===== src/rtl/op_ctrl_pkg.sv =====
package op_ctrl_pkg;
  localparam int OPC_W = 6;
  localparam int WB_W  = 2;
  localparam int MEM_W = 3;
  localparam int EX_W  = 4;
  localparam int CTL_W = WB_W + MEM_W + EX_W;

  typedef logic [OPC_W-1:0] opc_t;

  localparam opc_t OPC_ALU   = 6'b000000;
  localparam opc_t OPC_LOAD  = 6'b100011;
  localparam opc_t OPC_STORE = 6'b101011;
  localparam opc_t OPC_BEQ   = 6'b000100;
  localparam opc_t OPC_NOP   = 6'b100000;

  typedef struct packed {
    logic reg_write;
    logic mem_to_reg;
  } wb_ctl_t;

  typedef struct packed {
    logic branch;
    logic mem_read;
    logic mem_write;
  } mem_ctl_t;

  typedef struct packed {
    logic       reg_dst;
    logic [1:0] alu_op;
    logic       alu_src;
  } ex_ctl_t;

  typedef enum logic [2:0] {
    CLS_NONE,
    CLS_ALU,
    CLS_LOAD,
    CLS_STORE,
    CLS_BRANCH
  } op_class_e;
endpackage


===== src/rtl/op_classify.sv =====
module op_classify
  import op_ctrl_pkg::*;
(
  input  opc_t      opcode_i,
  output op_class_e class_o
);
  always_comb begin
    case (opcode_i)
      OPC_ALU:   class_o = CLS_ALU;
      OPC_LOAD:  class_o = CLS_LOAD;
      OPC_STORE: class_o = CLS_STORE;
      OPC_BEQ:   class_o = CLS_BRANCH;
      default:   class_o = CLS_NONE; // nop and unknown opcodes
    endcase
  end
endmodule


===== src/rtl/ctl_encode.sv =====
module ctl_encode
  import op_ctrl_pkg::*;
(
  input  op_class_e class_i,
  output wb_ctl_t   wb_o,
  output mem_ctl_t  mem_o,
  output ex_ctl_t   ex_o
);
  always_comb begin
    wb_o  = '0;
    mem_o = '0;
    ex_o  = '0;
    unique case (class_i)
      CLS_ALU: begin
        wb_o.reg_write = 1'b1;
        ex_o.reg_dst   = 1'b1;
        ex_o.alu_op    = 2'b10;
      end
      CLS_LOAD: begin
        wb_o.reg_write  = 1'b1;
        wb_o.mem_to_reg = 1'b1;
        mem_o.mem_read  = 1'b1;
        ex_o.alu_src    = 1'b1;
      end
      CLS_STORE: begin
        mem_o.mem_write = 1'b1;
        ex_o.alu_src    = 1'b1;
      end
      CLS_BRANCH: begin
        mem_o.branch = 1'b1;
        ex_o.alu_op  = 2'b01;
      end
      default: ;
    endcase
  end
endmodule


===== src/rtl/ctl_stage.sv =====
module ctl_stage #(
  parameter int W = 9
) (
  input  logic         clk_i,
  input  logic         rst_ni,
  input  logic [W-1:0] d_i,
  output logic [W-1:0] q_o
);
  always_ff @(posedge clk_i or negedge rst_ni) begin
    if (!rst_ni) q_o <= '0;
    else         q_o <= d_i;
  end
endmodule


===== src/rtl/op_ctrl_decoder.sv =====
module op_ctrl_decoder
  import op_ctrl_pkg::*;
(
  input  logic             clk_i,
  input  logic             rst_ni,
  input  logic [OPC_W-1:0] opcode_i,
  output logic [WB_W-1:0]  wb_o,
  output logic [MEM_W-1:0] mem_o,
  output logic [EX_W-1:0]  ex_o,
  output logic [WB_W-1:0]  wb_q_o,
  output logic [MEM_W-1:0] mem_q_o,
  output logic [EX_W-1:0]  ex_q_o
);
  op_class_e cls;
  wb_ctl_t   wb_c;
  mem_ctl_t  mem_c;
  ex_ctl_t   ex_c;

  op_classify u_cls (
    .opcode_i (opcode_i),
    .class_o  (cls)
  );

  ctl_encode u_enc (
    .class_i (cls),
    .wb_o    (wb_c),
    .mem_o   (mem_c),
    .ex_o    (ex_c)
  );

  assign wb_o  = wb_c;
  assign mem_o = mem_c;
  assign ex_o  = ex_c;

  // control slice of the decode/execute pipeline register
  ctl_stage #(.W(CTL_W)) u_stage (
    .clk_i  (clk_i),
    .rst_ni (rst_ni),
    .d_i    ({wb_c, mem_c, ex_c}),
    .q_o    ({wb_q_o, mem_q_o, ex_q_o})
  );
endmodule


===== config.mk =====
export PLATFORM = sky130hd
export DESIGN_NAME = op_ctrl_decoder
export DESIGN_NICKNAME = d
export VERILOG_FILES = /design/src/rtl/op_ctrl_pkg.sv /design/src/rtl/op_classify.sv /design/src/rtl/ctl_encode.sv /design/src/rtl/ctl_stage.sv /design/src/rtl/op_ctrl_decoder.sv
export SDC_FILE = /design/constraint.sdc
export NUM_CORES = 1
export LEC_CHECK = 0
export ABC_CLOCK_PERIOD_IN_PS = 1000
export BUFFER_PORTS_ARGS = -buffer_cell sky130_fd_sc_hd__buf_2
export CAP_MARGIN = 15
export CORE_AREA = 5 5 42 44
export CTS_CLUSTER_DIAMETER = 60
export DETAILED_ROUTE_END_ITERATION = 10
export DIE_AREA = 0 0 47 49
export HOLD_SLACK_MARGIN = 0.05
export PLACE_DENSITY = 0.62
export RECOVER_POWER = 25
export SKIP_LAST_GASP = 1
export SLEW_MARGIN = 30
export SYNTH_ARGS = -nofsm -noshare
export SYNTH_HDL_FRONTEND = slang
export SYNTH_SLANG_ARGS = --single-unit

===== constraint.sdc =====
create_clock -name clk_i -period 1 [get_ports clk_i]
set_input_delay 0.05 -clock clk_i [delete_from_list [all_inputs] [get_ports clk_i]]
set_output_delay 0.05 -clock clk_i [all_outputs]
set_load 0.03 [all_outputs]

==> tab_implementation.tex, run 1 <==
\begin{tabular}{lr}
\hline
Metric & Value \\
\hline
\multicolumn{2}{l}{\textbf{Status}} \\
\quad Result of the run & complete, but fails checks \\
\quad Violations in the final reports & setup timing \\
\multicolumn{2}{l}{\textbf{Detailed routing}} \\
\quad Overall routed net length & 889 um \\
\quad Detail-routed via count per cell & 4.268 \\
\quad Starting DRC count in detailed routing & 0 \\
\quad Vias after detailed routing & 303 \\
\quad Number of iterations in the first detailed-routing pass & 1 \\
\quad Final antenna-violating net count & 0 \\
\quad DRC errors left & 0 \\
\quad Routed wirelength normalized by instance count & 12.52 um \\
\multicolumn{2}{l}{\textbf{Layout}} \\
\quad Register area & 175.2 um\^{}2 \\
\quad Fraction of layout cells with a size suffix above 1 & 76.36\% \\
\quad Area of all placed cells without fillers & 586.8 um\^{}2 \\
\quad Area of combinational cells with multiple inputs & 127.6 um\^{}2 \\
\quad Biggest registers after layout & u\_stage.q\_o: 7 flops \\
\quad Total number of nets in the final design & 64 \\
\quad Filler Cells Inserted & 152 \\
\quad Antenna diode count & 0 \\
\quad Post-route insts no fill & 71 \\
\quad Register with the highest flop count & u\_stage.q\_o \\
\quad Flip-flop count of the largest register after layout & 7 \\
\quad Syn-to-layout area delta & 103.0\% \\
\quad Final core utilization & 41.88\% \\
\multicolumn{2}{l}{\textbf{Clocking}} \\
\quad Clock tree from TritonCTS & yes \\
\quad Clock slew at reported path FFs & 0.05 ns \\
\quad H-tree levels & 1 \\
\quad Cell at the root of the clock tree & sky130\_fd\_sc\_hd\_\_clkbuf\_4 \\
\quad Total clock buffers created by CTS & 3 \\
\quad Count of clock tree sinks & 7 \\
\quad Post-CTS setup repair buffer count & 0 \\
\quad Maximum count of clock buffers along a single path & 2 \\
\multicolumn{2}{l}{\textbf{Floorplanning}} \\
\quad Row cnt & 14 \\
\quad Die width & 47 um \\
\quad Number of primary I/O pins & 26 \\
\quad Die area & 2303 um\^{}2 \\
\quad Effective utilization at floorplan & 20.62\% \\
\quad Core region area & 1401 um\^{}2 \\
\quad Chip Height & 49 um \\
\multicolumn{2}{l}{\textbf{Logic synthesis}} \\
\quad Portion of synthesized cell area occupied by the leading cell type & 60.61\% \\
\quad Share of the yosys chip area belonging to registers & 60.61\% \\
\quad Synthesis Warnings & 0 \\
\quad Post-Syn Nets & 29 \\
\quad Post-Syn Area per Cell & 13.76 um\^{}2 \\
\quad Total standard cell area after synthesis & 289.0 um\^{}2 \\
\quad Synthesis-stage register bit count & 7 \\
\quad Share of flip-flops with an asynchronous set or reset & 100.0\% \\
\quad Top cell type by total area after synthesis & sky130\_fd\_sc\_hd\_\_dfrtp\_1 \\
\quad Commonest cells in the synthesized netlist & 7 x sky130\_fd\_sc\_hd\_\_dfrtp\_1, 4 x sky130\_fd\_sc\_hd\_\_buf\_4, 2 x sky130\_fd\_sc\_hd\_\_nor4\_1 \\
\quad Gate count after technology mapping & 21 \\
\quad Count of different cell masters after synthesis & 11 \\
\quad Number of synthesized flops with an enable pin & 0 \\
\quad Main flop type after synthesis & sky130\_fd\_sc\_hd\_\_dfrtp\_1 \\
\quad Dominant cells by area after synthesis & sky130\_fd\_sc\_hd\_\_dfrtp\_1 61\%, sky130\_fd\_sc\_hd\_\_buf\_4 10\%, sky130\_fd\_sc\_hd\_\_a2111oi\_2 5.2\% \\
\quad Most common cell in the synthesized netlist & sky130\_fd\_sc\_hd\_\_dfrtp\_1 \\
\multicolumn{2}{l}{\textbf{Global routing}} \\
\quad Global-route wire length before repair & 1.366 mm \\
\quad Via count of the first global-routing pass & 309 \\
\quad GRT Residual Overflow & 0 \\
\quad Number of antenna violations at the first check in global routing & 0 \\
\quad Pin count of the biggest net entering global routing & 8 \\
\quad Overall global routing resource usage & 8.381\% \\
\multicolumn{2}{l}{\textbf{Placed design}} \\
\quad Number of buffers added on ports & 25 \\
\quad Detailed placement HPWL & 745.8 um \\
\quad Cell Count Post-Placement & 66 \\
\quad Final weighted congestion in routability-driven placement & 0.7057 \\
\quad Cell Area, Placed & 508.0 um\^{}2 \\
\multicolumn{2}{l}{\textbf{Critical path}} \\
\quad Kind of critical path & in -> out \\
\quad Kind of launch point of the worst setup path & input port \\
\quad Slowest cell on the critical path & sky130\_fd\_sc\_hd\_\_or3\_4 \\
\quad Crit. Startpoint & opcode\_i[5] \\
\quad Cell chain of the critical path & buf\_6, or3\_4, a2111oi\_4, buf\_4 \\
\quad Largest incremental delay on the critical path & 0.42 ns \\
\quad Worst endpoint required time & 0.95 ns \\
\quad CP bufs+invs & 2 \\
\quad Critical Path Sink Type & output port \\
\quad Kind of cell with the highest combined delay on the critical path & simple AND/OR/NAND/NOR gates \\
\quad Data arrival time of the critical path & 1.11 ns \\
\quad Largest fanout on the critical path & 4 \\
\multicolumn{2}{l}{\textbf{STA}} \\
\quad Max frequency & 859.9 MHz \\
\quad Slew at the pin closest to its max-slew limit & 0.3322 ns \\
\quad Final Cycle Share & 116.3\% \\
\quad Final Max Tran Viols & 0 \\
\quad Min Clock Period, post-route & 1.163 ns \\
\quad Count of endpoints failing setup in the final report & 5 \\
\quad Setup TNS Final & -0.6519 ns \\
\quad Hold slack & 0.1044 ns \\
\quad Fin. Hold Viols & 0 \\
\quad Worst slew margin relative to its limit & 77.67\% \\
\quad Setup repair after global routing missed its margin & true \\
\quad Final Worst Setup Slack & -0.1630 ns \\
\multicolumn{2}{l}{\textbf{Hold path}} \\
\quad Worst Hold End & u\_stage.q\_o[8] \\
\quad Hold Crit Depth & 3 \\
\quad Worst min-delay path category & in -> reg \\
\quad Hold Crit Start & opcode\_i[4] \\
\multicolumn{2}{l}{\textbf{Power}} \\
\quad Leakage power summed over all cells & 0.3103 nW \\
\quad Worst ir drop on vdd & 0.3349 mV \\
\quad Total power divided by cell area & 1098 nW/um\^{}2 \\
\multicolumn{2}{l}{\textbf{Run}} \\
\quad Maximum capacitance violations & 0 \\
\hline
\end{tabular}
[area by class of cell]
class	count	share of cell area [%]
clock buffers	4	4.478
multi-input cells	10	21.75
flip-flops and latches	7	29.85
well taps	16	3.412
repair buffers	34	40.51
[power by group]
part / switching, mW / internal (mW) / total [mW]
Clock: 0.0929 / 0.151 / 0.244
Sequential: 0.000798 / 0.287 / 0.288
Combinational: 0.0607 / 0.0510 / 0.112
Total: 0.154 / 0.490 / 0.644
[cell usage in the layout (no fill, tap or decap)]
cell,synthesis,layout
sky130_fd_sc_hd__nand3_1,1,1
sky130_fd_sc_hd__clkbuf_4,0,3
sky130_fd_sc_hd__nor4_2,0,2
sky130_fd_sc_hd__nor2_1,1,1
sky130_fd_sc_hd__a2111oi_4,0,1
sky130_fd_sc_hd__nor3b_2,0,1
sky130_fd_sc_hd__buf_4,4,13
sky130_fd_sc_hd__or3_4,1,1
sky130_fd_sc_hd__buf_2,0,14
sky130_fd_sc_hd__nor3_2,0,1
sky130_fd_sc_hd__clkbuf_1,0,2
sky130_fd_sc_hd__nand4b_1,1,1
sky130_fd_sc_hd__dfrtp_1,7,7
sky130_fd_sc_hd__dlygate4sd3_1,0,1
sky130_fd_sc_hd__nor4b_4,0,1
sky130_fd_sc_hd__buf_6,0,5
[cells by family (layout without fill, tap and decap cells)]
group	Yosys count	after routing	synth area share, %
compound gates	1	1	5.193
flops	7	7	60.61
simple gates	9	9	23.80
buf+inv	4	38	10.39
[metal layers]
metal | share of wire (%) | GRT usage, % | vias to the layer above | routed length [um]
li1 | - | - | 143 | -
met1 | 38 | 10.38 | 130 | 338
met2 | 39 | 10.41 | 28 | 346
met3 | 21 | 5.166 | 2 | 188
met4 | 1.9 | 5.530 | 0 | 17
met5 | 0 | 0 | - | 0
[worst max path at each step]
stage | to | cells after the start
after floorplan | mem_o[2] | 3
after global placement | mem_o[2] | 4
after detailed placement | wb_o[1] | 4
after CTS | mem_o[2] | 4
after global routing | mem_o[2] | 4
final | wb_o[1] | 4
[worst min-delay path: cells and delay by family]
family | cells | cell delay [ns]
AO/OA/AOI/OAI | 1 | 0.05
buffers and inverters | 2 | 0.22
[metrics by stage]
stage | setup WS [ns] | total power [mW]
floorplan | -0.3070 | 0.3298
global placement | -0.2072 | 0.3878
detailed placement | -0.2087 | 0.3904
CTS | -0.1720 | 0.6517
global route | -0.2069 | 0.6812
finish | -0.1630 | 0.6442
[what timing repair did]
item | in CTS | in global routing
hold endpoints to repair | 7 | 0
hold buffers | 1 | 0
pin swaps | 0 | 2
gates resized for setup | 6 | 10
endpoints found under the setup margin | 5 | 7
No activity file was read; power rests on OpenSTA's default activity.
==> run 2: changes to the inputs <==
--- a/config.mk
+++ b/config.mk
@@ -5,7 +5,7 @@
 export SDC_FILE = /design/constraint.sdc
 export NUM_CORES = 1
 export LEC_CHECK = 0
-export ABC_CLOCK_PERIOD_IN_PS = 1000
+export ABC_CLOCK_PERIOD_IN_PS = 1400
 export BUFFER_PORTS_ARGS = -buffer_cell sky130_fd_sc_hd__buf_2
 export CAP_MARGIN = 15
 export CORE_AREA = 5 5 42 44
==> constraint.sdc (replaced) <==
create_clock -name clk_i -period 1.4 [get_ports clk_i]
set_input_delay 0.07 -clock clk_i [delete_from_list [all_inputs] [get_ports clk_i]]
set_output_delay 0.07 -clock clk_i [all_outputs]
set_load 0.03 [all_outputs]
==> tab_implementation.tex, run 2 (synthesized netlist as in run 1, its figures left out) <==
\begin{tabular}{lr}
\hline
Metric & Value \\
\hline
\multicolumn{2}{l}{\textbf{Status}} \\
\quad Result of the run & finished, final reports clean \\
\multicolumn{2}{l}{\textbf{Critical path}} \\
\quad Worst endpoint required time & 1.33 ns (+0.38 ns) \\
\quad Most numerous cell on the critical path & sky130\_fd\_sc\_hd\_\_buf\_2 \\
\quad CP bufs+invs & 2 (unchanged) \\
\quad Data arrival time of the critical path & 1.24 ns (+0.13 ns) \\
\quad Endpoint of the most critical setup path & mem\_o[2] \\
\quad Largest incremental delay on the critical path & 0.41 ns (about the same) \\
\quad Kind of launch point of the worst setup path & input port \\
\quad Critical Path Sink Type & output port \\
\quad Total number of cells along the worst setup path & 4 (unchanged) \\
\quad Cell chain of the critical path & buf\_2, or3\_4, nor4b\_2, buf\_2 \\
\quad Kind of cell with the highest combined delay on the critical path & simple AND/OR/NAND/NOR gates \\
\quad Kind of critical path & in -> out \\
\quad Crit. Startpoint & opcode\_i[5] \\
\quad Slowest cell on the critical path & sky130\_fd\_sc\_hd\_\_or3\_4 \\
\quad Largest fanout on the critical path & 4 (unchanged) \\
\multicolumn{2}{l}{\textbf{Layout}} \\
\quad Syn-to-layout area delta & 51.95\% \\
\quad Fraction of layout cells with a size suffix above 1 & 63.83\% (-13 points) \\
\quad Antenna diode count & 0 (unchanged) \\
\quad Filler Cells Inserted & 170 (+12\%) \\
\quad Register with the highest flop count & u\_stage.q\_o \\
\quad Flip-flop count of the largest register after layout & 7 (unchanged) \\
\quad Total number of nets in the final design & 56 (-13\%) \\
\quad Commonest non-fill, non-tap cells in the layout & 24 x sky130\_fd\_sc\_hd\_\_buf\_2, 7 x sky130\_fd\_sc\_hd\_\_dfrtp\_1, 3 x sky130\_fd\_sc\_hd\_\_clkbuf\_4 \\
\quad Final core utilization & 31.34\% (-11 points) \\
\quad Biggest registers after layout & u\_stage.q\_o: 7 flops \\
\quad Most frequent standard cell in the layout excluding fill and tap cells & sky130\_fd\_sc\_hd\_\_buf\_2 \\
\multicolumn{2}{l}{\textbf{Placed design}} \\
\quad Number of buffers added on ports & 25 (unchanged) \\
\quad Detailed placement HPWL & 667.4 um (-11\%) \\
\quad Final weighted congestion in routability-driven placement & 0.6828 (-3.2\%) \\
\multicolumn{2}{l}{\textbf{Global routing}} \\
\quad GRT Residual Overflow & 0 (unchanged) \\
\quad Via count of the first global-routing pass & 279 (-9.7\%) \\
\quad Global-route wire length before repair & 1.131 mm (-17\%) \\
\quad Number of antenna violations at the first check in global routing & 0 (unchanged) \\
\quad Overall global routing resource usage & 7.097\% (-1.3 points) \\
\quad Pin count of the biggest net entering global routing & 8 (unchanged) \\
\multicolumn{2}{l}{\textbf{Clocking}} \\
\quad Clock slew at reported path FFs & 0.05 ns (about the same) \\
\quad Total clock buffers created by CTS & 3 (unchanged) \\
\quad Cell at the root of the clock tree & sky130\_fd\_sc\_hd\_\_clkbuf\_4 \\
\quad Clock tree from TritonCTS & yes \\
\quad Maximum count of clock buffers along a single path & 2 (unchanged) \\
\quad H-tree levels & 1 (unchanged) \\
\quad Count of clock tree sinks & 7 (unchanged) \\
\quad Post-cts gate resize count & 0 (-6) \\
\multicolumn{2}{l}{\textbf{Floorplanning}} \\
\quad Die width & 47 um (unchanged) \\
\quad Effective utilization at floorplan & 20.62\% (unchanged) \\
\quad Number of primary I/O pins & 26 (unchanged) \\
\quad Chip Height & 49 um (unchanged) \\
\quad Core region area & 1401 um\^{}2 (unchanged) \\
\quad Row cnt & 14 (unchanged) \\
\quad Die area & 2303 um\^{}2 (unchanged) \\
\multicolumn{2}{l}{\textbf{Power}} \\
\quad Post-layout power & 430.4 uW (-33\%) \\
\quad Total power divided by cell area & 980.0 nW/um\^{}2 (-11\%) \\
\quad Leakage power summed over all cells & 0.2532 nW (-18\%) \\
\quad Worst ir drop on vdd & 0.2456 mV (-27\%) \\
\multicolumn{2}{l}{\textbf{STA}} \\
\quad Count of endpoints failing setup in the final report & 0 (-5) \\
\quad Final Cycle Share & 93.27\% \\
\quad Slew at the pin closest to its max-slew limit & 0.4015 ns (+0.06932 ns) \\
\quad Worst slew margin relative to its limit & 72.99\% (-4.7 points) \\
\quad Setup repair after global routing missed its margin & false \\
\quad Final Max Tran Viols & 0 (unchanged) \\
\quad Max frequency & 765.8 MHz \\
\quad Min Clock Period, post-route & 1.306 ns \\
\quad Setup TNS Final & 0 ns (+0.6519 ns) \\
\quad Fin. Hold Viols & 0 (unchanged) \\
\multicolumn{2}{l}{\textbf{Detailed routing}} \\
\quad Final antenna-violating net count & 0 (unchanged) \\
\quad Overall routed net length & 773 um (-13\%) \\
\quad DRC errors left & 0 (unchanged) \\
\quad Routed wirelength normalized by instance count & 12.27 um (-2.0\%) \\
\quad Detail-routed via count per cell & 4.270 (about the same) \\
\quad Starting DRC count in detailed routing & 1 (+1) \\
\quad Vias after detailed routing & 269 (-11\%) \\
\quad Number of iterations in the first detailed-routing pass & 3 (+2) \\
\multicolumn{2}{l}{\textbf{Hold path}} \\
\quad Worst min-delay path category & in -> reg \\
\multicolumn{2}{l}{\textbf{Run}} \\
\quad Maximum capacitance violations & 0 (unchanged) \\
\hline
\end{tabular}
## run 2: per-layer routing
metal	share of wire, %	track usage, %	vias up
met4	0	4.147	0
met5	0	0	-
met2	34	7.692	26
met3	21	4.428	0
li1	-	-	127
met1	45	10.14	116
## run 2: how the worst min path moves through the flow
| stage | endpoint | cells after the start | from |
|---|---|---|---|
| after floorplan | u_stage.q_o[0] | 0 | rst_ni |
| after global placement | u_stage.q_o[8] | 1 | rst_ni |
| after detailed placement | u_stage.q_o[8] | 1 | rst_ni |
| after CTS | u_stage.q_o[8] | 2 | opcode_i[4] |
| after global routing | u_stage.q_o[6] | 2 | opcode_i[4] |
| final | u_stage.q_o[8] | 2 | opcode_i[4] |
## run 2: power by group
part | switching (mW) | total [mW] | internal (mW)
sequential | 0.000585 | 0.206 | 0.205
clock | 0.0659 | 0.174 | 0.108
combinational | 0.0331 | 0.0506 | 0.0174
total | 0.0997 | 0.430 | 0.331
## run 2: repair_timing
action,4_1_cts,5_1_grt
endpoints found under the hold margin,7,0
setup buffers,0,0
endpoints found under the setup margin,0,0
hold buffers,1,0
## run 2: area by class of cell
| cell class | count | area (um^2) | share of cell area, % |
|---|---|---|---|
| clock buffer | 4 | 26.28 | 5.983 |
| multi-input combinational | 10 | 83.83 | 19.09 |
| sequential | 7 | 175.2 | 39.89 |
| tap | 16 | 20.02 | 4.558 |
| timing repair buffer | 26 | 133.9 | 30.48 |
## run 2: per-stage QoR
stage	setup slack, ns	hold WS [ns]	std cells	area, um^2
3_5_place_dp	0.07539	-0.09442	58	404.1
3_3_place_gp	0.09578	-0.09733	58	404.1
6_report	0.09425	0.08190	63	439.2
2_1_floorplan	-0.2694	-0.2256	21	289.0
5_1_grt	0.005942	0.07963	63	439.2
4_1_cts	0.06429	0.07052	63	440.4
